**src/rtl/pgr_pkg.sv**
```systemverilog
package pgr_pkg;
  typedef enum logic [1:0] {ST_CFG, ST_WAIT, ST_PULSE, ST_RUN} pgr_state_e;
  localparam int MAX_CODE = 16;
endpackage

```
**src/rtl/pgr_tick_timer.sv**
```systemverilog
module pgr_tick_timer #(
  parameter int W = 16
) (
  input  logic         clk,
  input  logic         rst,
  input  logic         clr,
  input  logic         tick,
  input  logic [W-1:0] limit,
  output logic         reached
);
  logic [W-1:0] cnt;

  always_ff @(posedge clk) begin
    if (rst || clr)
      cnt <= '0;
    else if (tick && cnt != {W{1'b1}})
      cnt <= cnt + 1'b1;
  end

  assign reached = (cnt >= limit);

  // once reached with an unchanged limit, the count never falls back (R9 saturation)
  assert_reached_holds_R9: assert property (@(posedge clk) disable iff (rst)
    (reached && !clr) |=> (reached || !$stable(limit)));
endmodule

```
**src/rtl/pgr_qualify.sv**
```systemverilog
module pgr_qualify #(
  parameter int N_RAILS = 4,
  parameter int N_GPI   = 2
) (
  input  logic [N_RAILS-1:0] pg_on,
  input  logic [N_RAILS-1:0] pg_fail,
  input  logic [N_RAILS-1:0] rail_mask,
  input  logic [N_GPI-1:0]   gpi,
  input  logic [N_GPI-1:0]   gpi_mask,
  output logic               all_good,
  output logic               any_fail
);
  logic [N_RAILS-1:0] rail_ok;
  logic [N_GPI-1:0]   gpi_ok;

  for (genvar i = 0; i < N_RAILS; i++) begin : g_rail
    assign rail_ok[i] = pg_on[i] | ~rail_mask[i];
  end
  for (genvar j = 0; j < N_GPI; j++) begin : g_gpi
    assign gpi_ok[j] = gpi[j] | ~gpi_mask[j];
  end

  assign all_good = (&rail_ok) & (&gpi_ok);
  assign any_fail = (|(pg_fail & rail_mask)) | (|(~gpi & gpi_mask));
endmodule

```
**src/rtl/pgr_watchdog.sv**
```systemverilog
module pgr_watchdog #(
  parameter int W = 16
) (
  input  logic         clk,
  input  logic         rst,
  input  logic         en,
  input  logic         tick,
  input  logic         wdi,
  input  logic [W-1:0] start_lim,
  input  logic [W-1:0] period_lim,
  output logic         timeout
);
  logic [2:0]   sync_q;
  logic         first_q;
  logic         kick;
  logic         reached;
  logic [W-1:0] lim;

  always_ff @(posedge clk) begin
    if (rst) sync_q <= '0;
    else     sync_q <= {sync_q[1:0], wdi};
  end
  assign kick = sync_q[1] & ~sync_q[2];

  always_ff @(posedge clk) begin
    if (rst || !en) first_q <= 1'b1;
    else if (kick)  first_q <= 1'b0;
  end

  assign lim = first_q ? start_lim : period_lim;

  pgr_tick_timer #(.W(W)) u_wd_timer (
    .clk(clk), .rst(rst), .clr(!en || kick), .tick(tick),
    .limit(lim), .reached(reached)
  );

  assign timeout = en && reached;

  assert_kick_defers_R5: assert property (@(posedge clk) disable iff (rst)
    (en && kick && period_lim != '0) |=> !timeout);
endmodule

```
**src/rtl/pg_reset_gen.sv**
```systemverilog
module pg_reset_gen
  import pgr_pkg::*;
#(
  parameter int N_RAILS = 4,
  parameter int N_GPI   = 2,
  parameter int TIMER_W = 16,
  parameter int CODE_W  = 5,
  parameter int PW_W    = 15
) (
  input  logic               clk,
  input  logic               rst,
  input  logic               tick_ms,
  input  logic [N_RAILS-1:0] rail_pg_on,
  input  logic [N_RAILS-1:0] rail_pg_fail,
  input  logic [N_RAILS-1:0] rail_mask,
  input  logic [N_GPI-1:0]   gpi_in,
  input  logic [N_GPI-1:0]   gpi_mask,
  input  logic [CODE_W-1:0]  delay_code,
  input  logic               pulse_mode,
  input  logic [PW_W-1:0]    pulse_width,
  input  logic               wdg_en,
  input  logic [TIMER_W-1:0] wdg_start,
  input  logic [TIMER_W-1:0] wdg_period,
  input  logic               wdi,
  input  logic               cfg_write,
  output logic               sys_rst_n
);
  localparam logic [TIMER_W-1:0] ONE = {{(TIMER_W-1){1'b0}}, 1'b1};

  pgr_state_e   st, nxt;
  logic         good, fail, seq_done, wd_timeout, wd_en, seq_clr;
  logic [TIMER_W-1:0] dly_ticks, pw_ticks, seq_limit;

  function automatic logic [TIMER_W-1:0] code_ticks(input logic [CODE_W-1:0] c);
    int unsigned k;
    k = (int'(c) > MAX_CODE) ? MAX_CODE : int'(c);
    if (k == 0) return '0;
    return ONE << (k - 1);
  endfunction

  assign dly_ticks = code_ticks(delay_code);
  assign pw_ticks  = (pulse_width == '0) ? ONE : TIMER_W'(pulse_width);
  assign seq_limit = (st == ST_PULSE) ? pw_ticks : dly_ticks;

  pgr_qualify #(.N_RAILS(N_RAILS), .N_GPI(N_GPI)) u_qual (
    .pg_on(rail_pg_on), .pg_fail(rail_pg_fail), .rail_mask(rail_mask),
    .gpi(gpi_in), .gpi_mask(gpi_mask), .all_good(good), .any_fail(fail)
  );

  always_comb begin
    nxt = st;
    unique case (st)
      ST_CFG:   nxt = ST_WAIT;
      ST_WAIT:  if (good && seq_done) nxt = pulse_mode ? ST_PULSE : ST_RUN;
      ST_PULSE: if (seq_done) nxt = ST_RUN;
      ST_RUN:   if (fail || wd_timeout) nxt = ST_WAIT;
      default:  nxt = ST_CFG;
    endcase
    if (cfg_write) nxt = ST_CFG;
  end

  assign seq_clr = cfg_write || (nxt != st) || (st == ST_WAIT && !good);

  pgr_tick_timer #(.W(TIMER_W)) u_seq_timer (
    .clk(clk), .rst(rst), .clr(seq_clr), .tick(tick_ms),
    .limit(seq_limit), .reached(seq_done)
  );

  assign wd_en = wdg_en && (st == ST_RUN) && !cfg_write;

  pgr_watchdog #(.W(TIMER_W)) u_wdog (
    .clk(clk), .rst(rst), .en(wd_en), .tick(tick_ms), .wdi(wdi),
    .start_lim(wdg_start), .period_lim(wdg_period), .timeout(wd_timeout)
  );

  always_ff @(posedge clk) begin
    if (rst) begin
      st        <= ST_CFG;
      sys_rst_n <= 1'b0;
    end else begin
      st        <= nxt;
      sys_rst_n <= !((nxt == ST_CFG) || (nxt == ST_PULSE) ||
                     (nxt == ST_WAIT && !pulse_mode));
    end
  end

  assert_cfg_asserts_R7: assert property (@(posedge clk) disable iff (rst)
    cfg_write |=> !sys_rst_n);

  assert_level_fail_R3: assert property (@(posedge clk) disable iff (rst)
    (st == ST_RUN && !pulse_mode && fail) |=> !sys_rst_n);

  assert_hold_until_good_R1: assert property (@(posedge clk) disable iff (rst)
    (st == ST_WAIT && !pulse_mode && !good) |=> !sys_rst_n);

  assert_wd_timeout_R6: assert property (@(posedge clk) disable iff (rst)
    (st == ST_RUN && !pulse_mode && wd_timeout) |=> !sys_rst_n);
endmodule

```
**config.mk**
```make
export PLATFORM = sky130hd
export DESIGN_NAME = pg_reset_gen
export DESIGN_NICKNAME = d
export VERILOG_FILES = /design/src/rtl/pgr_pkg.sv /design/src/rtl/pgr_tick_timer.sv /design/src/rtl/pgr_qualify.sv /design/src/rtl/pgr_watchdog.sv /design/src/rtl/pg_reset_gen.sv
export SDC_FILE = /design/constraint.sdc
export NUM_CORES = 1
export LEC_CHECK = 0
export CORE_MARGIN = 8
export CORE_UTILIZATION = 45
export CTS_CLUSTER_SIZE = 16
export DETAILED_ROUTE_END_ITERATION = 16
export DONT_BUFFER_PORTS = 1
export GPL_TIMING_DRIVEN = 0
export PLACE_DENSITY = 0.63
export SYNTH_ARGS = -nofsm -noshare
export SYNTH_HDL_FRONTEND = slang
export SYNTH_SLANG_ARGS = --single-unit
export TNS_END_PERCENT = 30
```
**constraint.sdc**
```tcl
create_clock -name clk -period 7.4 [get_ports clk]
set_input_delay 0.37 -clock clk [delete_from_list [all_inputs] [get_ports clk]]
set_output_delay 0.37 -clock clk [all_outputs]
set_load 0.02 [all_outputs]
```
# Word-level counts from Yosys, hierarchy flattened
# Cells that the tools add are included.
[op_classes]
add_sub_neg = 3
magnitude_cmp = 3
n_eq_ne = 8
n_shift = 1
mux = 13
bitwise_logic = 19
n_reduce_logical = 30
[op_table]
columns = ["cell", "count"]
rows = [
  ["16-bit 2-to-1 mux", 4],
  ["16-bit by 1-bit adder with 16-bit output, second input constant", 2],
  ["16-bit greater-or-equal comparator", 2],
  ["32-bit zero test", 1],
  ["16-bit inequality test, second input constant", 2],
  ["1-bit by 32-bit << shifter with 16-bit output, first input constant", 1],
  ["15-bit zero test", 1],
  ["15-bit 2-to-1 mux", 1],
  ["1-bit logical OR", 9],
  ["1-bit logical AND", 8],
  ["2-bit 2-to-1 mux", 4],
  ["2-bit one-hot mux with 4 select lines", 1],
  ["1-bit NOT", 7],
  ["1-bit OR", 7],
  ["2-bit == test, second input constant", 3],
  ["5-bit by 1-bit subtractor with 6-bit output, second input constant", 1],
  ["5-bit greater-than comparator, second input constant", 1],
  ["1-bit zero test", 5],
  ["5-bit 2-to-1 mux", 1],
  ["4-bit bitwise AND", 1],
  ["2-bit by 1-bit == test with 1-bit output, second input constant", 2],
  ["2-bit zero test", 2],
  ["4-bit AND reduction", 1],
  ["4-bit OR reduction", 1],
  ["7 further kinds", 9],
]
[totals]
reg_bits = 39
output_inout_bits = 1

# Logic depth before layout (Yosys ltp)
[depth]
word_depth = 15
depth_mapped = 14
mapped_depth_nobuf = 12

# By module
# A second synthesis with hierarchy kept.
[hier_totals]
hier_cells = 418
area_unflattened_um2 = 3457.1
[by_module_without_submodules]
columns = ["mod", "n_inst", "cells_each", "area_each_um2", "seq_area_each_um2"]
rows = [
  ["pgr_tick_timer", 2, 148, 1214.9, 320.3],
  ["pg_reset_gen", 1, 79, 579.3, 60.1],
  ["pgr_watchdog", 1, 30, 372.9, 80.1],
  ["pgr_qualify", 1, 13, 75.1, 0.0],
]

# Worst setup path after synthesis
# OpenSTA, ideal clock, no wires.
[synth_timing]
kind = "input to register"
from = "in delay_code[4]"
to = "reg u_seq_timer.cnt[14]"
setup_time_ps = 103
arrival_ps = 3389
slack_ps = 3908
cell_stages = 13
path_buffers = 1
path_cell_list = "nand2b_1 > ha_1 > or3b_2 > a21oi_1 > and2_1 > a22oi_1 > ha_1 > a41o_1 > a21oi_1 > o22ai_1 > or4b_1 > buf_2 > a2111oi_2"
[synth_via]
elab_chain_cells = 15
elab_cells_between_ends = 18
classes_between = "add/sub: 1; order compare: 2; eq/ne: 1; shift: 1; mux: 8; reduce/logical: 5"
[synth_lines]
columns = ["element", "line", "source"]
rows = [
  ["start, declared", "pg_reset_gen.sv:18", "input logic [CODE_W-1:0] delay_code,"],
  ["5-bit greater-than comparator", "pg_reset_gen.sv:36", "k = (int'(c) > MAX_CODE) ? MAX_CODE : int'(c);"],
  ["5-bit 2-to-1 mux *", "pg_reset_gen.sv:36", ""],
  ["5-bit by 1-bit subtractor with 6-bit output or 32-bit zero test (tied branches)", "pg_reset_gen.sv:38, pg_reset_gen.sv:37", ""],
  ["1-bit by 32-bit << shifter with 16-bit output or 1-bit 2-to-1 mux (tied branches)", "pg_reset_gen.sv:38, pg_reset_gen.sv:37", ""],
  ["16-bit 2-to-1 mux *", "pg_reset_gen.sv:38", "return ONE << (k - 1);"],
  ["16-bit 2-to-1 mux *", "pg_reset_gen.sv:43", "assign seq_limit = (st == ST_PULSE) ? pw_ticks : dly_ticks;"],
  ["16-bit greater-or-equal comparator *", "pgr_tick_timer.sv:20", "assign reached = (cnt >= limit);"],
  ["1-bit logical AND", "pg_reset_gen.sv:54", "ST_WAIT: if (good && seq_done) nxt = pulse_mode ? ST_PULSE : ST_RUN;"],
  ["2-bit 2-to-1 mux", "pg_reset_gen.sv:54", ""],
  ["2-bit one-hot mux with 4 select lines *", "pg_reset_gen.sv:52", "unique case (st)"],
  ["2-bit 2-to-1 mux *", "pg_reset_gen.sv:59", "if (cfg_write) nxt = ST_CFG;"],
  ["2-bit inequality test *", "pg_reset_gen.sv:62", "assign seq_clr = cfg_write || (nxt != st) || (st == ST_WAIT && !good);"],
  ["1-bit logical OR * (2 in a row)", "pg_reset_gen.sv:62", ""],
  ["1-bit logical OR *", "pgr_tick_timer.sv:14", "if (rst || clr)"],
  ["end signal, assigned", "pgr_tick_timer.sv:17", "cnt <= cnt + 1'b1;"],
  ["end, declared", "pgr_tick_timer.sv:11", "logic [W-1:0] cnt;"],
]
# Mark *: on every way between the ends. The rest lies on a longest branch, timed or not.
# A chain may end at the register's enable or synchronous reset.

# Final worst setup path
[layout_timing]
from = "reg u_wdog.first_q"
to = "reg st[1]"
[layout_via]
elab_chain_cells = 7
[layout_lines]
columns = ["element", "line", "source"]
rows = [
  ["start, declared", "pgr_watchdog.sv:14", "logic first_q;"],
  ["start signal, assigned", "pgr_watchdog.sv:26", "if (rst || !en) first_q <= 1'b1;"],
  ["start signal, assigned", "pgr_watchdog.sv:27", "else if (kick) first_q <= 1'b0;"],
  ["16-bit 2-to-1 mux", "pgr_watchdog.sv:30", "assign lim = first_q ? start_lim : period_lim;"],
  ["16-bit greater-or-equal comparator", "pgr_tick_timer.sv:20", ""],
  ["1-bit logical AND", "pgr_watchdog.sv:37", "assign timeout = en && reached;"],
  ["1-bit logical OR", "pg_reset_gen.sv:56", "ST_RUN: if (fail || wd_timeout) nxt = ST_WAIT;"],
  ["2-bit 2-to-1 mux", "pg_reset_gen.sv:56", ""],
  ["2-bit one-hot mux with 4 select lines", "pg_reset_gen.sv:52", ""],
  ["2-bit 2-to-1 mux", "pg_reset_gen.sv:59", ""],
  ["end signal, assigned", "pg_reset_gen.sv:81", "st <= nxt;"],
  ["end, declared", "pg_reset_gen.sv:30", "pgr_state_e st, nxt;"],
]
# Every way passes these cells.

==> flow_metrics.py <==
metrics = {
    "clock_network": {
        "ctsHtreeMaxLevel": 2,
        "root_buffer": "clkbuf_8",
        "hold_buffers": 0,
        "clock_latency_ps": 300,
        "clock-sinks": 39,
        "cts.clk_slew.worst_paths_ps": 80,
        "cts_buffer_depth": 2,
        "cts_buffers": 5,
        "cts_tree": "done",
        "cts_resized": 0,
        "postCtsSetupBuffers": 0,
    },
    "power": {
        "switching_share": 0.262,
        "finalPower_mw": 0.402,
        "combPwrFrac": 0.116,
        "p_leak_nw": 1.25,
        "pwr-share-seq": 0.527,
        "p_sw_mw": 0.106,
        "internal-power_mw": 0.297,
        "power.density_nw_per_um2": 116,
        "power_frac_clock": 0.356,
        "ir_drop_uv": 82.5,
    },
    "logic_synthesis": {
        "synthTopCellsByCount": "39 x dfxtp_1, 36 x ha_1, 30 x nor2_1, 21 x nand2_1, 19 x mux2i_1",
        "synthesis.nets": 489,
        "ys_types": 58,
        "syn_inst": 378,
        "yosys_warnings": 0,
        "synth_top_area_frac": 0.240,
        "ys_seq_area_frac": 0.240,
        "synthArstFlopShare": 0,
        "synth_top_area_cell": "dfxtp_1",
        "synth-seq-cells": 39,
        "synth_edf_count": 0,
        "synthFlopType": "dfxtp_1",
        "avgSynthCellArea_um2": 8.59,
        "synth.most_common_cell": "dfxtp_1",
        "synth_area_leaders": "dfxtp_1 24%, ha_1 14%, mux2i_1 5.9%",
        "syn_area_um2": 3250,
    },
    "layout": {
        "fin_area_um2": 3450,
        "syn_to_final_growth_pct": 6.32,
        "n_antenna_cell": 0,
        "nets": 496,
        "fill_cells": 739,
        "finalNonFillerCells": 485,
        "drive_gt1_frac": 0.0777,
        "fin_util": 0.484,
    },
    "worst_setup_path": {
        "worstPathArrival_ps": 4120,
        "worstPathMaxFanout": 10,
        "timing.rr.end": "st[1]$_SDFF_PP0_",
        "endpoint_kind": "flop",
        "reg2reg_slack_ps": 3430,
        "startpoint": "u_wdog.first_q$_SDFFE_PP1P_",
        "crit_required_ps": 7540,
        "r2r_start": "u_wdog.first_q$_SDFFE_PP1P_",
        "critical_path_class": "flop to flop",
        "critPathLaunchType": "flop",
        "reg2reg_depth": 10,
    },
    "drt": {
        "ant_nets": 0,
        "totalWireLength_um": 8410,
        "wl_per_cell_um": 17.3,
        "post_drt_via_cell_ratio": 6.03,
        "dr.pass1.iters": 6,
        "drtIter0Drc": 202,
        "vias": 2923,
        "drc": 0,
    },
    "die": {
        "die_h_um": 101,
        "die_w_um": 101,
        "boundaryPins": 76,
        "fp-row-count": 31,
        "start_util": 0.455,
        "core-area_um2": 7140,
        "die_area_um2": 10200,
    },
    "timing": {
        "slew_violations": 0,
        "fin_tns_setup_ps": 0,
        "skew_ps": 9.01,
        "max-slew-margin-rel": 0.481,
        "worst_pin_slew_ps": 779,
        "fin_crit_sh": 0.537,
        "holdWs_ps": 141,
        "setup_viol": 0,
        "post-route-min-period_ps": 3970,
        "fmax_mhz": 252,
        "rsz0062_at_grt": "false",
        "hold_viol": 0,
        "setup_slack_ps": 3430,
    },
    "grt": {
        "gr-total-overflow": 0,
        "track_usage": 0.163,
        "grt_pass1_wl_um": 13500,
        "antenna_found_initial": 0,
        "grt_pass1_vias": 2807,
        "grt_max_degree": 12,
    },
    "placed_design": {
        "place_inst": 477,
        "place.gp.congestion": 0.883,
        "dp_slack_ps": 3460,
        "numPortBuffers": 0,
        "place_hpwl_um": 6700,
        "place_area_um2": 3370,
    },
    "min_path": {
        "holdPathStages": 1,
        "hp-start": "rst",
        "hold_end": "u_wdog.sync_q[2]$_SDFF_PP0_",
        "hold_path.class": "primary input to flop",
    },
    "run_status": {
        "status": "finished, final reports clean",
    },
    "job": {
        "maxCapViolCount": 0,
    },
}
==> metal layers <==
layer  global-route usage  share of wire  vias up  wire, µm
met2                0.249           0.43       97      3630
met4               0.0389         0.0069        0        58
li1                     -              -     1467         -
met1                0.221           0.48     1354      4060
met3               0.0442          0.079        5       667
met5                    0              0        -         0
==> worst max-delay path by stage <==
| stage | to | slack, ps | depth (start not counted) |
|---|---|---|---|
| final | st[1]$_SDFF_PP0_ | 3430 | 10 |
| after global routing | st[1]$_SDFF_PP0_ | 3180 | 10 |
| after CTS | st[1]$_SDFF_PP0_ | 3360 | 10 |
| after detailed placement | u_seq_timer.cnt[8]$_SDFFE_PP0P_ | 3460 | 14 |
| after global placement | st[1]$_SDFF_PP0_ | 3410 | 10 |
| after floorplan | u_seq_timer.cnt[14]$_SDFFE_PP0P_ | 3910 | 13 |
==> power groups by stage <==
| stage | Combinational (mW) | Sequential (mW) | Clock [mW] |
|---|---|---|---|
| floorplan | 0.0367 | 0.217 | 0 |
| global placement | 0.0449 | 0.217 | 0 |
| detailed placement | 0.0463 | 0.217 | 0 |
| CTS | 0.0466 | 0.212 | 0.146 |
| global route | 0.0525 | 0.212 | 0.154 |
| finish | 0.0468 | 0.212 | 0.143 |
==> flip-flops by register name, summed over array words and instances (netlist names) <==
register               cells
st                         2
sys_rst_n                  1
u_seq_timer.cnt           16
u_wdog.first_q             1
u_wdog.sync_q              3
u_wdog.u_wd_timer.cnt     16
==> worst max-delay path: stages (launching register included) <==
cell and delay [ps]:
dfxtp_1 310, clkbuf_1 400, clkbuf_1 640, mux2i_1 230, ha_1 340, nand4_1 150, nor3_1 440, o2111ai_1 220
a31oi_2 560, buf_2 400, a31oi_1 120
==> cells in the final DEF (no fill, tap or decap), types with 6 or more instances in the layout <==
cell,count
nand2_1,21
nand4_1,12
nor2_1,30
inv_1,13
a211oi_2,8
dfxtp_1,39
nand3_1,9
ha_1,36
and4_1,6
o21ai_0,10
xor2_1,7
clkbuf_1,11
o211ai_1,6
nand2b_1,9
nor4_1,7
xnor2_1,16
and2_1,6
nor3_1,12
a21oi_1,16
mux2i_1,19
a211oi_1,6
nor2b_1,6
a22oi_1,15
==> area by class of cell <==
class,count,area [µm²],area share
clock buffers,7,76.3,0.0221
inverters,13,48.8,0.0141
clock inverters,1,5.00,0.00145
plain buffers,13,58.8,0.0170
multi-input cells,313,2360,0.683
flip-flops and latches,39,781,0.226
well taps,99,124,0.0359
==> cell families (layout without fill, tap and decap cells) <==
kind of cell | count (synthesis) | count (layout) | share of synthesized area
AND/OR/NAND/NOR | 141 | 141 | 0.238
AO/OA/AOI/OAI | 93 | 93 | 0.226
flip-flops | 39 | 39 | 0.240
adder cells (fa/ha/maj) | 36 | 36 | 0.139
buffers and inverters | 26 | 34 | 0.0331
XOR/XNOR | 23 | 23 | 0.0620
multiplexers | 20 | 20 | 0.0620
(Power assumes the default switching activity.)
